$ cat config.mk
export PLATFORM = sky130hd
export DESIGN_NAME = sfc_fault_check
export DESIGN_NICKNAME = d
export VERILOG_FILES = /design/src/rtl/sfc_pkg.sv /design/src/rtl/sfc_addr_check.sv /design/src/rtl/sfc_prio_ctrl.sv /design/src/rtl/sfc_out_reg.sv /design/src/rtl/sfc_fault_check.sv
export SDC_FILE = /design/constraint.sdc
export NUM_CORES = 1
export LEC_CHECK = 0
export ABC_CLOCK_PERIOD_IN_PS = 800
export CORE_AREA = 3 3 74 76
export DETAILED_ROUTE_END_ITERATION = 6
export DIE_AREA = 0 0 77 79
export GPL_TIMING_DRIVEN = 0
export PLACE_DENSITY = 0.74
export REMOVE_ABC_BUFFERS = 1
export SLEW_MARGIN = 20
export SYNTH_ARGS = -nofsm -noshare
export SYNTH_HDL_FRONTEND = slang
export SYNTH_SLANG_ARGS = --single-unit
$ cat constraint.sdc
create_clock -name clk -period 0.8 [get_ports clk]
set_input_delay 0.08 -clock clk [delete_from_list [all_inputs] [get_ports clk]]
set_output_delay 0.08 -clock clk [all_outputs]
set_load 0.005 [all_outputs]
$ cat src/rtl/sfc_pkg.sv
package sfc_pkg;
  typedef enum logic [2:0] {
    MODE_REAL   = 3'd0,
    MODE_V86    = 3'd1,
    MODE_PROT   = 3'd2,
    MODE_COMPAT = 3'd3,
    MODE_LONG   = 3'd4
  } cpuMode_e;

  localparam int FAULT_W  = 6;
  localparam int FI_NONE  = 0;
  localparam int FI_UD    = 1;
  localparam int FI_NM    = 2;
  localparam int FI_GP    = 3;
  localparam int FI_SS    = 4;
  localparam int FI_XM    = 5;

  // memory-operand findings from the address path
  typedef struct packed {
    logic addrGp;
    logic addrSs;
    logic alignGp;
  } memChk_t;

  // resolved selection strobes, at most one set
  typedef struct packed {
    logic ud;
    logic nm;
    logic gp;
    logic ss;
    logic xm;
  } faultSel_t;
endpackage

$ cat src/rtl/sfc_addr_check.sv
module sfc_addr_check
  import sfc_pkg::*;
#(
  parameter int ADDR_W      = 64,
  parameter int ALIGN_BYTES = 16,
  parameter int LOW_LIMIT   = 32'h0000_FFFF
) (
  input  logic [2:0]        cpuMode,
  input  logic              memOp,
  input  logic [ADDR_W-1:0] memAddr,
  input  logic              addrCanonical,
  input  logic              stackRef,
  input  logic              segFault,
  output memChk_t           memChk
);
  localparam int ALIGN_BITS = $clog2(ALIGN_BYTES);
  localparam logic [ADDR_W:0] LIMIT_X = (ADDR_W+1)'(LOW_LIMIT);
  localparam logic [ADDR_W:0] SPAN_X  = (ADDR_W+1)'(ALIGN_BYTES - 1);

  logic [ADDR_W:0] lastByte;
  logic            lowOut;
  logic            misAligned;

  assign lastByte   = {1'b0, memAddr} + SPAN_X;
  assign lowOut     = lastByte > LIMIT_X;
  assign misAligned = |memAddr[ALIGN_BITS-1:0];

  always_comb begin
    memChk = '0;
    if (memOp) begin
      unique case (cpuMode)
        MODE_REAL, MODE_V86: begin
          memChk.addrGp = lowOut;
        end
        MODE_LONG: begin
          memChk.addrSs = ~addrCanonical & stackRef;
          memChk.addrGp = ~addrCanonical & ~stackRef;
        end
        default: begin
          memChk.addrSs = segFault & stackRef;
          memChk.addrGp = segFault & ~stackRef;
        end
      endcase
      memChk.alignGp = misAligned;
    end
  end
endmodule

$ cat src/rtl/sfc_prio_ctrl.sv
module sfc_prio_ctrl
  import sfc_pkg::*;
(
  input  logic      cr0Em,
  input  logic      cr0Ts,
  input  logic      cr4Fxsr,
  input  logic      cr4XmmExc,
  input  logic      featPresent,
  input  logic      lockPrefix,
  input  logic      numFault,
  input  memChk_t   memChk,
  output faultSel_t faultSel
);
  logic udEarly;
  logic memAny;

  assign udEarly = cr0Em | ~cr4Fxsr | ~featPresent | lockPrefix;
  assign memAny  = memChk.addrGp | memChk.addrSs | memChk.alignGp;

  always_comb begin
    faultSel = '0;
    if (udEarly) begin
      faultSel.ud = 1'b1;
    end else if (cr0Ts) begin
      faultSel.nm = 1'b1;
    end else if (memAny) begin
      // an address fault outranks the alignment fault
      if (memChk.addrSs)      faultSel.ss = 1'b1;
      else                    faultSel.gp = 1'b1;
    end else if (numFault) begin
      if (cr4XmmExc)          faultSel.xm = 1'b1;
      else                    faultSel.ud = 1'b1;
    end
  end
endmodule

$ cat src/rtl/sfc_out_reg.sv
module sfc_out_reg
  import sfc_pkg::*;
(
  input  logic               clk,
  input  logic               rstN,
  input  logic               reqValid,
  input  faultSel_t          faultSel,
  output logic               faultValid,
  output logic [FAULT_W-1:0] faultCode
);
  logic [FAULT_W-1:0] codeNext;

  always_comb begin
    codeNext          = '0;
    codeNext[FI_UD]   = faultSel.ud;
    codeNext[FI_NM]   = faultSel.nm;
    codeNext[FI_GP]   = faultSel.gp;
    codeNext[FI_SS]   = faultSel.ss;
    codeNext[FI_XM]   = faultSel.xm;
    codeNext[FI_NONE] = ~|faultSel;
  end

  always_ff @(posedge clk or negedge rstN) begin
    if (!rstN) begin
      faultValid <= 1'b0;
      faultCode  <= FAULT_W'(1) << FI_NONE;
    end else begin
      faultValid <= reqValid;
      faultCode  <= codeNext;
    end
  end
endmodule

$ cat src/rtl/sfc_fault_check.sv
module sfc_fault_check
  import sfc_pkg::*;
#(
  parameter int ADDR_W = 64
) (
  input  logic              clk,
  input  logic              rstN,
  input  logic              reqValid,
  input  logic [2:0]        cpuMode,
  input  logic              cr0Em,
  input  logic              cr0Ts,
  input  logic              cr4Fxsr,
  input  logic              cr4XmmExc,
  input  logic              featPresent,
  input  logic              lockPrefix,
  input  logic              memOp,
  input  logic [ADDR_W-1:0] memAddr,
  input  logic              addrCanonical,
  input  logic              stackRef,
  input  logic              segFault,
  input  logic              numFault,
  output logic              faultValid,
  output logic [5:0]        faultCode
);
  memChk_t   memChk;
  faultSel_t faultSel;

  sfc_addr_check #(.ADDR_W(ADDR_W)) addr_i (
    .cpuMode       (cpuMode),
    .memOp         (memOp),
    .memAddr       (memAddr),
    .addrCanonical (addrCanonical),
    .stackRef      (stackRef),
    .segFault      (segFault),
    .memChk        (memChk)
  );

  sfc_prio_ctrl ctrl_i (
    .cr0Em       (cr0Em),
    .cr0Ts       (cr0Ts),
    .cr4Fxsr     (cr4Fxsr),
    .cr4XmmExc   (cr4XmmExc),
    .featPresent (featPresent),
    .lockPrefix  (lockPrefix),
    .numFault    (numFault),
    .memChk      (memChk),
    .faultSel    (faultSel)
  );

  sfc_out_reg out_i (
    .clk        (clk),
    .rstN       (rstN),
    .reqValid   (reqValid),
    .faultSel   (faultSel),
    .faultValid (faultValid),
    .faultCode  (faultCode)
  );
endmodule

## Yosys cells after proc, flatten, opt, wreduce, memory -nomap -nowiden

Index checks and enable logic that the tools add are counted.

| word-level totals | value |
|---|---|
| word-level logic and storage cells | 41 |
| input port bits | 81 |
| bits in registers | 7 |
| output and inout port bits | 7 |

| cells by class | value |
|---|---|
| add/subtract/negate cells | 1 |
| order comparisons | 1 |
| reduce and logical (&&, ||, !) cells | 5 |
| muxes and demuxes | 17 |
| eq/ne operators | 2 |
| bitwise logic cells | 13 |

Operators with widths:

| operator | count |
|---|---|
| 64-bit by 4-bit adder with 65-bit output (second input constant) | 1 |
| 65-bit by 16-bit > comparator with 1-bit output (second input constant) | 1 |
| 1-bit two-way mux | 11 |
| 3-bit two-way mux | 2 |
| 1-bit OR | 5 |
| 5-bit OR reduction | 1 |
| 1-bit AND | 4 |
| 4-bit two-way mux | 1 |
| 1-bit inverter | 4 |
| 1-bit case mux with 2 select lines | 2 |
| 4-bit OR reduction | 1 |
| 3-bit by 1-bit == test with 1-bit output (second input constant) | 1 |
| 3-bit == test (second input constant) | 1 |
| 3-bit logical NOT | 1 |
| 2-bit two-way mux | 1 |
| 2-bit OR reduction | 1 |
| 1-bit logical NOT | 1 |

## Logic depth before layout (Yosys ltp)

| depth | value |
|---|---|
| depth after elaboration | 11 |
| depth in mapped cells | 10 |
| gate-level depth less buffers | 10 |

## By module

A second synthesis with hierarchy kept.

| unflattened totals | value |
|---|---|
| cell total of the unflattened synthesis | 280 |
| area, all modules | 1949.4 um2 |

By module, submodules not included:

| module | instances | area an instance (um2) | seq. area each (um2) | cells each |
|---|---|---|---|---|
| sfc_addr_check | 1 | 1686.6 | 0.0 | 262 |
| sfc_out_reg | 1 | 187.7 | 176.4 | 9 |
| sfc_prio_ctrl | 1 | 75.1 | 0.0 | 9 |

## Least setup slack after synthesis

No wires, ideal clock.

| timing path | value |
|---|---|
| kind | input to register |
| from | in memAddr[3] |
| to | reg out_i.faultCode[3] |
| data required time | 0.674 ns |
| data arrival time | 3.019 ns |
| path buffers | 2 |
| setup time | 0.126 ns |
| path slack | -2.345 ns |
| stages on the path | 10 |
| cell sequence | or4_1 clkbuf_1 or3b_1 or3_1 buf_2 or4_1 a221oi_1 nand4_1 or4_4 o311a_1 |

RTL lines:

| item | line | RTL |
|---|---|---|
| start, declared | sfc_fault_check.sv:17 | `input logic [ADDR_W-1:0] memAddr,` |
| end signal, assigned | sfc_out_reg.sv:26 | `faultCode <= FAULT_W'(1) << FI_NONE;` |
| end signal, assigned | sfc_out_reg.sv:29 | `faultCode <= codeNext;` |
| end, declared | sfc_out_reg.sv:9 | `output logic [FAULT_W-1:0] faultCode` |

==> results.yml <==
final_layout:
  areaGrowthSynthToFinish_pct: 81.8
  insertedDiodeCount: 0
  regArea_um2: 176
  stdcell_count: 482
  layout.core_utilization_pct: 70.1
  drive_above_1_share_pct: 33.0
  fin_nets: 499
  final_common_cell: "buf_4"
  multi_input_logic_area_um2: 1870
  fillers: 407
  most-common-layout-cells: "buf_4, nand4_1, nand2_1, buf_2, nor2_1"
status:
  violations: "setup timing"
  status: "complete, but fails checks"
routing:
  drtAntennaViolNets: 0
  drcViolationCount: 0
  met2_wirelength_um: 3990
  met3_wirelength_um: 767
  top_signal_layer_used: "met4"
  route.final.wire_length_um: 8180
  route.vias.total: 2961
  met1_length_um: 3240
  avgRoutedWirePerCell_um: 17.0
  dr.first_iter.drc_count: 239
  post_drt_via_cell_ratio: 6.14
  detail_route.first_pass.iterations: 5
place:
  dp.cells: 436
  place.port_buffers: 87
  dp_hpwl_um: 5660
  routabilityCongestion: 0.913
critical_path:
  crit_path_max_incr_delay_ns: 0.46
  most_common_cell_on_crit_path: "or4_4"
  path_cells: "dlygate4sd2_1 -> or4_4 -> or3b_4 -> or3_4 -> or4_4 -> a221oi_2 -> nand4_1 -> or4_4 -> o311a_1"
  cp_top_family: "simple AND/OR/NAND/NOR gates"
  timing.critical_path.slowest_stage_cell: "or4_4"
  required_time_at_the_worst_slack_endpoint_ns: 0.90
  critical_path_buf_inv_count: 1
  cp-start-kind: "primary input"
  worst_setup_path_end_kind: "flip-flop"
  worst-setup-path-type: "primary input to flip-flop"
  worst-endpoint-arrival_ns: 2.83
  worstPathMaxFanout: 4
global_route:
  grt_pass1_wl_um: 12500
  grt_usage_pct: 24.5
  grt-ovfl-total: 0
  grt_pass1_vias: 2701
  grt_antenna_before_repair: 0
  grt_start_max_net_pins: 10
power_and_ir_drop:
  power_leakage_nw: 1.34
  max-vdd-ir-drop_mv: 0.318
  power_per_cell_area_nw_per_um2: 555
  report.power.total_mw: 1.86
logic_synthesis:
  synth_seq_area_share_pct: 9.57
  synth-edff-count: 0
  synthArstFlopShare_pct: 100
  synth-warning-count: 0
  postSynthCellCount: 285
  synth.ff_latch_count: 7
  yosys_most_used_dff: "dfrtp_1"
  synth.cell_area_um2: 1840
  synthesis.area_per_instance_um2: 6.47
  synth.lib_cells_used.distinct: 51
sta:
  timing.final.crit_share_pct: 341
  timing.final.max_slew_violations: 0
  worst_slew_margin_rel_pct: 54.1
  timing_hold_violations_final: 0
  whs_ns: 0.112
  final-setup-viol-count: 6
  max_slew.worst_pin.slew_ns: 0.683
  fmax_mhz: 366
  final_critical_path_setup_slack_ns: -1.93
  grt_setup_unrepaired: "yes"
  period_minus_slack_ns: 2.73
cts:
  htree_levels: 1
  post_cts_hold_buffer_count: 0
  clock_tree.buffer_depth: 2
  cts_tree: "done"
  cts.sink_count: 7
  worst_setup_hold_path_clk_slew_ns: 0.04
  cell_at_the_root_of_the_clock_tree: "clkbuf_8"
  tritoncts.num_buffers: 3
die:
  die_height_um: 79
  die-width_um: 77
  design.die.area_um2: 6080
  core_um2: 4790
  initial_core_util_pct: 38.5
  rows: 25
  design.portCount: 88
run:
  max_cap_viols: 0
hold_path:
  timing.hold.worst.class: "primary input to async pin"
[kinds of logic after synthesis]
family / Yosys count / synth area share, %
AO/OA/AOI/OAI: 51 / 18.2
multiplexers: 8 / 4.48
XOR/XNOR: 10 / 4.75
buffers and inverters: 16 / 3.32
flip-flops: 7 / 9.57
adder cells (fa/ha/maj): 2 / 1.36
AND/OR/NAND/NOR: 191 / 58.3
[stage by stage]
stage	setup TNS, ns	instance area, um^2	worst slack [ns]
6_report	-7.53	3350	-1.93
5_1_grt	-7.94	3350	-2.03
4_1_cts	-7.40	3250	-1.87
3_5_place_dp	-13.78	2790	-3.19
3_3_place_gp	-13.73	2790	-3.19
2_1_floorplan	-8.42	1830	-2.26
[metal layers]
layer | track usage, % | vias up
li1 | - | 1391
met1 | 31.9 | 1367
met2 | 41.4 | 179
met3 | 3.97 | 24
met4 | 7.83 | 0
met5 | 0 | -
[sequential cells by signal (all words and copies together) (netlist names)]
signal	cells
out_i.faultValid	1
out_i.faultCode	6
[final cells by class]
cell class                 count  area share, %
sequential                     7           5.26
tap                           67           2.50
multi-input combinational    262           55.9
timing repair buffer         129           33.6
clock buffer                   4           1.34
inverter                      13           1.46
[power breakdown]
group | internal (mW) | switching, mW
Clock | 0.343 | 0.136
Combinational | 0.524 | 0.496
Sequential | 0.362 | 0.00114
[path summary, 6_finish.rpt]
path / from / to / depth (start not counted)
worst max-delay path: memAddr[3] / out_i.faultCode[3] / 9
worst min-delay path: rstN / out_i.faultValid / 1
max in group asynchronous: rstN / out_i.faultCode[0] / 1
min in group clk: lockPrefix / out_i.faultCode[4] / 3
[synth_stat cells (5+ instances only)]
cell type	instances	area, um^2
nor4_1	16	100
and2_1	6	37.5
nor2_1	22	82.6
nand3_1	23	115
a21oi_1	11	55.1
and3_1	8	50.1
nand2_1	34	128
inv_1	12	45.0
nand4_1	33	206
a211oi_1	5	37.5
o21ai_0	12	60.1
dfrtp_1	6	150
xor2_1	5	43.8
nor3_1	15	75.1
mux2i_1	6	60.1
xnor2_1	5	43.8
[timing repair]
| action | CTS | global route |
|---|---|---|
| buffers inserted | 38 | 4 |
| resized for setup | 288 | 28 |
| pin swaps | 32 | 13 |
| setup endpoints to repair | 12 | 8 |
| cloned | 0 | 0 |
Note: power is estimated with default switching activity, not from simulation.
